### src/rtl/ptr_addr_pkg.sv
package ptr_addr_pkg;
  localparam int AW     = 16;
  localparam int DW     = 6;
  localparam int MAXCYC = 3;
  localparam int CW     = $clog2(MAXCYC + 1);

  typedef enum logic [2:0] {
    OP_DATA = 3'd0, OP_PROG = 3'd1, OP_PUSH = 3'd2, OP_POP = 3'd3,
    OP_IO   = 3'd4, OP_IOBIT = 3'd5, OP_RSV6 = 3'd6, OP_RSV7 = 3'd7
  } op_e;

  typedef enum logic [1:0] {
    AM_PLAIN = 2'd0, AM_POST = 2'd1, AM_PRE = 2'd2, AM_DISP = 2'd3
  } amode_e;

  typedef enum logic [1:0] {
    DST_Y = 2'd0, DST_Z = 2'd1, DST_SP = 2'd2
  } dst_e;

  function automatic logic [CW-1:0] op_cycles(op_e op);
    case (op)
      OP_DATA, OP_PUSH, OP_POP, OP_IOBIT: op_cycles = CW'(2);
      OP_PROG:                            op_cycles = CW'(3);
      default:                            op_cycles = CW'(1);
    endcase
  endfunction
endpackage

### src/rtl/pag_seq.sv
module pag_seq
  import ptr_addr_pkg::*;
(
  input  logic          clk_i,
  input  logic          rst_ni,
  input  logic          start_i,
  input  logic [CW-1:0] cycles_i,
  output logic          accept_o,
  output logic          busy_o,
  output logic          last_o,
  output logic          done_o
);
  logic [CW-1:0] cnt_q;
  logic          busy_q, done_q;

  assign accept_o = start_i & ~busy_q;
  assign busy_o   = busy_q;
  assign last_o   = busy_q & (cnt_q == '0);
  assign done_o   = done_q;

  always_ff @(posedge clk_i or negedge rst_ni) begin
    if (!rst_ni) begin
      cnt_q  <= '0;
      busy_q <= 1'b0;
      done_q <= 1'b0;
    end else begin
      done_q <= 1'b0;
      if (accept_o) begin
        busy_q <= 1'b1;
        cnt_q  <= cycles_i - CW'(1);
      end else if (busy_q) begin
        if (cnt_q == '0) begin
          busy_q <= 1'b0;
          done_q <= 1'b1;
        end else begin
          cnt_q <= cnt_q - CW'(1);
        end
      end
    end
  end
endmodule

### src/rtl/pag_ea_calc.sv
module pag_ea_calc
  import ptr_addr_pkg::*;
(
  input  op_e           op_i,
  input  amode_e        mode_i,
  input  logic          sel_z_i,
  input  logic [DW-1:0] disp_i,
  input  logic [AW-1:0] base_i,
  output logic [AW-1:0] addr_o,
  output logic          pmem_o,
  output logic          we_o,
  output dst_e          dst_o,
  output logic [AW-1:0] val_o
);
  logic [AW-1:0] inc, dec, dsp;

  // all sums truncate to AW bits: modulo wrap
  assign inc = base_i + AW'(1);
  assign dec = base_i - AW'(1);
  assign dsp = base_i + AW'(disp_i);

  always_comb begin
    addr_o = base_i;
    pmem_o = 1'b0;
    we_o   = 1'b0;
    dst_o  = sel_z_i ? DST_Z : DST_Y;
    val_o  = base_i;
    case (op_i)
      OP_DATA: begin
        case (mode_i)
          AM_POST: begin we_o = 1'b1; val_o = inc; end
          AM_PRE:  begin we_o = 1'b1; val_o = dec; addr_o = dec; end
          AM_DISP: addr_o = dsp;
          default: ;
        endcase
      end
      OP_PROG: begin
        pmem_o = 1'b1;
        dst_o  = DST_Z;
        if (mode_i == AM_POST) begin
          we_o  = 1'b1;
          val_o = inc;
        end
      end
      OP_PUSH: begin dst_o = DST_SP; we_o = 1'b1; val_o = dec; end
      OP_POP:  begin dst_o = DST_SP; we_o = 1'b1; val_o = inc; addr_o = inc; end
      default: addr_o = AW'(disp_i);
    endcase
  end
endmodule

### src/rtl/ptr_addr_gen.sv
module ptr_addr_gen
  import ptr_addr_pkg::*;
(
  input  logic          clk_i,
  input  logic          rst_ni,
  input  logic          start_i,
  input  logic [2:0]    op_i,
  input  logic [1:0]    mode_i,
  input  logic          ptr_sel_i,
  input  logic [5:0]    disp_i,
  input  logic          no_dst_i,
  input  logic [15:0]   y_i,
  input  logic [15:0]   z_i,
  input  logic [15:0]   sp_i,
  output logic          busy_o,
  output logic [15:0]   addr_o,
  output logic          pmem_o,
  output logic          mem_stb_o,
  output logic          ptr_we_o,
  output logic [1:0]    ptr_dst_o,
  output logic [15:0]   ptr_val_o,
  output logic          dst_r0_o,
  output logic          done_o
);
  op_e           op_q;
  amode_e        mode_q;
  logic          sel_q, nodst_q;
  logic [DW-1:0] disp_q;
  logic [AW-1:0] base_q, base_d;
  logic          accept, last, we;
  dst_e          dst;

  always_comb begin
    case (op_e'(op_i))
      OP_DATA:         base_d = ptr_sel_i ? z_i : y_i;
      OP_PROG:         base_d = z_i;
      OP_PUSH, OP_POP: base_d = sp_i;
      default:         base_d = '0;
    endcase
  end

  pag_seq u_seq (
    .clk_i    (clk_i),
    .rst_ni   (rst_ni),
    .start_i  (start_i),
    .cycles_i (op_cycles(op_e'(op_i))),
    .accept_o (accept),
    .busy_o   (busy_o),
    .last_o   (last),
    .done_o   (done_o)
  );

  always_ff @(posedge clk_i or negedge rst_ni) begin
    if (!rst_ni) begin
      op_q    <= OP_IO;
      mode_q  <= AM_PLAIN;
      sel_q   <= 1'b0;
      nodst_q <= 1'b0;
      disp_q  <= '0;
      base_q  <= '0;
    end else if (accept) begin
      op_q    <= op_e'(op_i);
      mode_q  <= amode_e'(mode_i);
      sel_q   <= ptr_sel_i;
      nodst_q <= no_dst_i;
      disp_q  <= disp_i;
      base_q  <= base_d;
    end
  end

  pag_ea_calc u_ea (
    .op_i    (op_q),
    .mode_i  (mode_q),
    .sel_z_i (sel_q),
    .disp_i  (disp_q),
    .base_i  (base_q),
    .addr_o  (addr_o),
    .pmem_o  (pmem_o),
    .we_o    (we),
    .dst_o   (dst),
    .val_o   (ptr_val_o)
  );

  assign mem_stb_o = last;
  assign ptr_we_o  = last & we;
  assign ptr_dst_o = dst;
  assign dst_r0_o  = last & nodst_q & (op_q == OP_PROG);
endmodule

### config.mk
export PLATFORM = sky130hd
export DESIGN_NAME = ptr_addr_gen
export DESIGN_NICKNAME = d
export VERILOG_FILES = /design/src/rtl/ptr_addr_pkg.sv /design/src/rtl/pag_seq.sv /design/src/rtl/pag_ea_calc.sv /design/src/rtl/ptr_addr_gen.sv
export SDC_FILE = /design/constraint.sdc
export NUM_CORES = 1
export LEC_CHECK = 0
export ABC_AREA = 0
export BUFFER_PORTS_ARGS = -buffer_cell sky130_fd_sc_hd__buf_2
export CORE_MARGIN = 2
export CORE_UTILIZATION = 50
export CTS_CLUSTER_DIAMETER = 50
export DETAILED_ROUTE_END_ITERATION = 8
export PLACE_DENSITY_LB_ADDON = 0.1
export SYNTH_ARGS = -nofsm -noshare
export SYNTH_HDL_FRONTEND = slang
export SYNTH_HIERARCHICAL = 1
export SYNTH_SLANG_ARGS = --single-unit
### constraint.sdc
create_clock -name clk_i -period 2.9 [get_ports clk_i]
set_clock_uncertainty 0.15 [all_clocks]
set_input_delay 0.145 -clock clk_i [delete_from_list [all_inputs] [get_ports clk_i]]
set_output_delay 0.145 -clock clk_i [all_outputs]
set_load 0.01 [all_outputs]
==> flow_summary.toml, run 1 <==
[cells_and_area]
multi_input_area_um2 = 4080
fin_util_pct = 69.8
fillerInstances = 823
finalNetCount = 938
drive_gt1_share_pct = 33.2
n_antenna_cell = 0
final_cells = 995
area_growth_syn_to_layout_pct = 35.9
regArea_um2 = 830

[logic_synthesis]
synth_warnings = 6
postSynthAreaPerCell_um2 = 7.15
synth_compound_area_share_pct = 31.1
synthAdderAreaFrac_pct = 3.40
yosys-mux-area-fraction_pct = 9.21
yosysTopAreaCell = "dfrtp_1"
synth_area_leaders = "dfrtp_1 (16%), nand2_1 (6.7%), a21oi_1 (6.6%), mux2_2 (6.5%), o21ai_0 (4.3%)"
synth-simple-area-share_pct = 27.2
ys_ff_latch = 33
post-synth-top-count-cell = "nand2_1"
yosysSeqAreaShare_pct = 16.5
syn_nets = 776
yosys.area_share.xor_xnor_pct = 4.90
synthCells = 699
synth_area_um2 = 5000
async_flop_share_pct = 100
yosys-top-cells-count = "nand2_1 (89), a21oi_1 (66), clkbuf_1 (49), nor2_1 (44), o21ai_0 (43)"
synth_cell_types = 74
yosys_most_used_dff = "dfrtp_1"
synth_top_family_by_area = "compound AO/OA/AOI/OAI gates"
yosys.area.top_type_share_pct = 16.0
synth_enable_flop_cells = 0

[timing]
finalMaxSlewViolations = 0
setup_viol = 1
fin_crit_ns = 3.04
rsz0062_at_grt = "yes"
max_freq_ghz = 0.329
fin_crit_sh_pct = 105
hold_viol = 0
slew_headroom_pct = 31.3
setup_slack_ns = -0.143
whs_ns = 0.000505
worst_pin_slew_ns = 1.03

[grt]
grt_overflow = 0
grt_pass1_vias = 6113
grt_max_degree = 37
antenna_found_initial = 0
grt_pass1_wl_mm = 30.9
grtUsageTotal_pct = 34.6

[power]
p_clk_share_pct = 4.1
p_int_mw = 3.85
p_comb_share_pct = 84.1
total_power_mw = 8.42
p_leak_nw = 2.83
p_seq_share_pct = 11.8
switchingPower_mw = 4.57
powerDensity_nw_per_um2 = 1240
swShare_pct = 54.3
peakVddDrop_v = 0.000597

[die]
placementRows = 36
fp.dieH_um = 104
die_x_um = 104
die_area_um2 = 10800
start_util_pct = 51.4
coreArea_um2 = 9730
pin_count = 104

[detailed_routing]
drt_wl_total_mm = 19.6
num_vias = 6429
ant_nets = 0
drc = 0
drt-initial-drc-count = 741
first_pass_iters = 6
avgViaCountPerCell = 6.46
wire_per_inst_um = 19.7

[placement]
placedCellCount = 935
place_ws_ns = 0.0905
portBuffers = 103
dpl.hpwl_mm = 13.7
gp_congestion = 1.04

[clock_network]
clk_pin_slew_ns = 0.07
clock_latency_ns = 0.29
cts-root-buf = "clkbuf_8"
cts_sinks = 33
ctsLongestPathBuffers = 2
cts_max_level = 2
cts_made_buffers = 5
cts_tree = "done"

[worst_setup_path]
path_cells = "or4_4, or4_4, nor3_4, mux2_4, a221oi_2, a221oi_2, buf_2"
worstReg2RegEnd = "base_q[4]$_DFFE_PN0P_"
critPathMaxFanout = 2
rrSetupSlack_ns = 0.33
crit_buf_inv = 1
critPathLaunch = "base_q[6]$_DFFE_PN0P_"
r2r-start = "u_seq/busy_o$_DFF_PN0_"
rr_worst_depth = 5
crit_family = "simple AND/OR/NAND/NOR gates"
crit_required_ns = 2.61
arrival_ns = 2.75
end_kind = "output port"
crit_path_start_kind = "flop"
cp_num_cells = 7
worstSetupEndpoint = "addr_o[14]"
cp_slowest_cell = "or4_4"
worstSetupPathType = "flop to output port"
critPathMaxStageDelay_ns = 0.55

[worst_hold_path]
hp-class = "input port to flop"

[outcome]
outcome = "complete, but fails checks"
violations = "setup timing"

[run]
cap_viol_max_count = 0
-- power by group through the flow --
stage / sequential, mW / clock [mW] / combinational [mW]
detailed placement: 0.974 / 0 / 6.01
global route: 1.03 / 0.365 / 7.54
floorplan: 0.904 / 0 / 3.87
CTS: 0.970 / 0.349 / 6.35
global placement: 0.953 / 0 / 5.94
finish: 0.990 / 0.344 / 7.08
-- worst min path at each step --
stage | depth (start not counted) | to | slack [ns] | startpoint
after detailed placement | 1 | base_q[14]$_DFFE_PN0P_ | 0.09 | rst_ni
after floorplan | 0 | base_q[0]$_DFFE_PN0P_ | -0.30 | rst_ni
final | 3 | u_seq/busy_o$_DFF_PN0_ | 0.0005 | start_i
after CTS | 3 | u_seq/busy_o$_DFF_PN0_ | 0.001 | start_i
after global placement | 1 | base_q[14]$_DFFE_PN0P_ | 0.08 | rst_ni
after global routing | 3 | u_seq/busy_o$_DFF_PN0_ | 0.02 | start_i
-- metal layers --
| layer | vias up | GRT usage, % | wire length, um |
|---|---|---|---|
| met4 | 0 | 19.0 | 970 |
| li1 | 2930 | - | - |
| met2 | 442 | 56.1 | 9100 |
| met5 | - | 0 | 0 |
| met1 | 2972 | 45.6 | 7820 |
| met3 | 85 | 3.20 | 1720 |
-- layout by cell type, fill, tap and decap left out, types with 19 or more instances in the layout --
cell type and count:
a21oi_1 65, a31oi_1 20, buf_2 103, buf_4 73, dfrtp_1 30, dlygate4sd3_1 38
mux2_2 29, nand2_1 89, nand3b_1 19, nor2_1 43, o21ai_0 39, xnor2_1 21
-- flip-flops by register name (all words and copies together), names as in the netlist --
register	flops
u_seq/done_o	1
u_seq/cnt_q	2
op_q	3
base_q	16
nodst_q	1
mode_q	2
sel_q	1
u_seq/busy_o	1
disp_q	6
-- worst min-delay path, stage by stage --
cell    delay, ns
buf_2        0.11
nor2_2       0.05
nor2_1       0.09
-- per-stage QoR --
stage               TNS [ns]  instance area [um2]
finish                -0.143                 6790
CTS                   -0.264                 6490
global placement           0                 5900
floorplan                  0                 5010
detailed placement         0                 5900
global route          -0.700                 6790
-- what timing repair did --
item                                    CTS  global route
hold endpoints to repair                 56             0
gates resized for setup                  20            51
pin swaps                                 7            22
cloned                                    0             0
endpoints found under the setup margin   10            21
hold buffers                             38             0
buffers inserted                          6            11
-- final cells by class --
cell class / instances / share of cell area [%]
clock buffer: 5 / 1.01
clock inverter: 3 / 0.258
inverter: 21 / 1.16
multi-input combinational: 578 / 60.0
sequential: 33 / 12.2
tap: 133 / 2.45
timing repair buffer: 222 / 22.9
-- cells by family (layout without fill, tap and decap cells) --
group,Yosys count,in the layout
adder cells (fa/ha/maj),13,13
AND/OR/NAND/NOR,261,261
XOR/XNOR,28,28
buffers and inverters,88,251
multiplexers,42,42
flip-flops,33,33
AO/OA/AOI/OAI,234,234
Power figures use the tool's default switching activity.
==> inputs of run 2 (changes only) <==
Settings changed: REMOVE_ABC_BUFFERS set to 1.
==> run 2 against run 1 <==
Effect of this change: the run still ends with setup timing left; non-clock buffer count decreased by 1; setup slack improved by 0.031 ns; fmax increased by 1.0%; register-to-register slack improved by 0.04 ns; die area unchanged; sequential power increased by 11%; flip-flop and latch count unchanged; largest cell class unchanged; largest power group unchanged.
==> flow_summary.toml, run 2 (synthesized netlist as in run 1, its figures left out) <==
[outcome]
outcome = "complete, but fails checks"
violations = "setup timing"

[cells_and_area]
final_common_cell = "buf_2"
final_cell_mix = "buf_2 (103), nand2_1 (88), buf_4 (76)"
finalNetCount = 937
area_growth_syn_to_layout_pct = 36.6
drive_gt1_share_pct = 34.0
fillerInstances = 838
largest_reg_flops = 16
regMostFlops = "base_q"
n_antenna_cell = 0
reg.largest.list = "base_q (16), disp_q (6), op_q (3)"

[timing]
worst_pin_slew_ns = 0.985
rsz0062_at_grt = "yes"
hold_viol = 0
fin_crit_sh_pct = 104
tns_ns = -0.149
whs_ns = 0.00258
setup_viol = 3
slew_headroom_pct = 34.2
finalMaxSlewViolations = 0
fin_crit_ns = 3.01
setup_slack_ns = -0.111
max_freq_ghz = 0.332

[die]
placementRows = 36
die_area_um2 = 10800
fp.dieH_um = 104
pin_count = 104
coreArea_um2 = 9730
die_x_um = 104
start_util_pct = 51.4

[detailed_routing]
drt-initial-drc-count = 523
route.met3.wl_mm = 1.84
highest_layer = "met4"
avgViaCountPerCell = 6.44
drt_wl_total_mm = 19.6
drc = 0
ant_nets = 0
wl_met2_mm = 8.92
m1WireLength_mm = 7.97
wire_per_inst_um = 19.8
num_vias = 6398
first_pass_iters = 5

[clock_network]
cts_sinks = 33
cts-root-buf = "clkbuf_8"
clock_latency_ns = 0.29
cts_made_buffers = 5
clk_pin_slew_ns = 0.06
cts_tree = "done"
ctsLongestPathBuffers = 2
cts_max_level = 2

[grt]
grt_pass1_wl_mm = 30.6
antenna_found_initial = 0
grt_max_degree = 41
grtUsageTotal_pct = 34.4
grt_overflow = 0
grt_pass1_vias = 5957

[placement]
place_ws_ns = 0.101
portBuffers = 103
dpl.hpwl_mm = 13.7
gp_congestion = 1.02

[run]
cap_viol_max_count = 0

[power]
powerDensity_nw_per_um2 = 1230
p_leak_nw = 2.83
peakVddDrop_v = 0.000741

[worst_setup_path]
arrival_ns = 2.72
critPathMaxFanout = 2
end_kind = "output port"
path_cells = "or4_4, or4_4, nor3_4, mux2_4, a221oi_4, a221oi_2, buf_2"
crit_family = "simple AND/OR/NAND/NOR gates"
rrSetupSlack_ns = 0.37
worstReg2RegEnd = "base_q[9]$_DFFE_PN0P_"
crit_top_cell = "or4_4"
crit_required_ns = 2.61
rr_worst_depth = 5
cp_slowest_cell = "or4_4"
crit_path_start_kind = "flop"
critPathMaxStageDelay_ns = 0.55
worstSetupPathType = "flop to output port"
crit_buf_inv = 1
r2r-start = "u_seq/busy_o$_DFF_PN0_"

[worst_hold_path]
min_from = "z_i[12]"
hp-class = "input port to flop"
whs_path_depth = 3
hold-path-endpoint = "base_q[12]$_DFFE_PN0P_"
## run 2: cell types whose count changed in the layout (fill, tap and decap cells not counted), sizes merged
cell,previous run,this run
clkinv,3,1
clkinvlp,1,2
inv,20,19
buf,184,189
clkbuf,5,7
dlygate4sd3,38,32
## run 2: final cells by class
type                       instances  area [um2]  area share, %
timing repair buffer             221        1550           22.6
clock buffer                       7        86.3           1.26
sequential                        33         835           12.2
clock inverter                     1        7.51          0.110
multi-input combinational        578        4110           60.1
inverter                          21        82.6           1.21
tap                              133         166           2.44
## run 2: power by group
group	switching, mW	internal, mW	leakage (nW)
Clock	0.168	0.193	0.0445
Combinational	3.96	3.00	2.38
Sequential	0.404	0.699	0.404
Total	4.54	3.89	2.83
## run 2: how the worst max path moves through the flow
stage | from | endpoint | slack [ns] | cells after the start
detailed placement | base_q[7]$_DFFE_PN0P_ | addr_o[14] | 0.10 | 7
floorplan | op_q[0]$_DFFE_PN0P_ | addr_o[6] | -0.12 | 6
finish | base_q[9]$_DFFE_PN0P_ | addr_o[14] | -0.11 | 7
global placement | base_q[0]$_DFFE_PN0P_ | addr_o[6] | 0.14 | 10
global route | base_q[9]$_DFFE_PN0P_ | addr_o[14] | -0.17 | 7
CTS | base_q[10]$_DFFE_PN0P_ | addr_o[14] | -0.12 | 7
## run 2: worst min-delay path: cells and delay by family
kind	cells	cell delay (ns)
buffers and inverters	1	0.10
and+or+nand+nor	1	0.07
AOI/OAI and AO/OA	1	0.07
## run 2: metal layers
metal | up-vias | track usage [%]
met5 | - | 0
met4 | 0 | 15.8
met3 | 83 | 4.01
met2 | 390 | 55.3
met1 | 3001 | 46.2
li1 | 2924 | -
## run 2: per-stage QoR
| step | utilization [%] | instance area, um2 | power, mW | instances |
|---|---|---|---|---|
| after global placement | 60.4 | 5880 | 6.87 | 933 |
| final | 70.2 | 6830 | 8.43 | 994 |
| after CTS | 65.7 | 6390 | 7.58 | 976 |
| after floorplan | - | 4700 | 4.53 | 632 |
| after detailed placement | 60.4 | 5880 | 6.97 | 933 |
| after global routing | 70.2 | 6830 | 8.99 | 994 |
## run 2: repair_timing
| action | in CTS | in global routing |
|---|---|---|
| hold buffers | 32 | 0 |
| setup endpoints to repair | 14 | 22 |
| pin swaps | 6 | 23 |
| endpoints found under the hold margin | 56 | 0 |
| gates resized for setup | 16 | 60 |
| setup buffers | 3 | 20 |
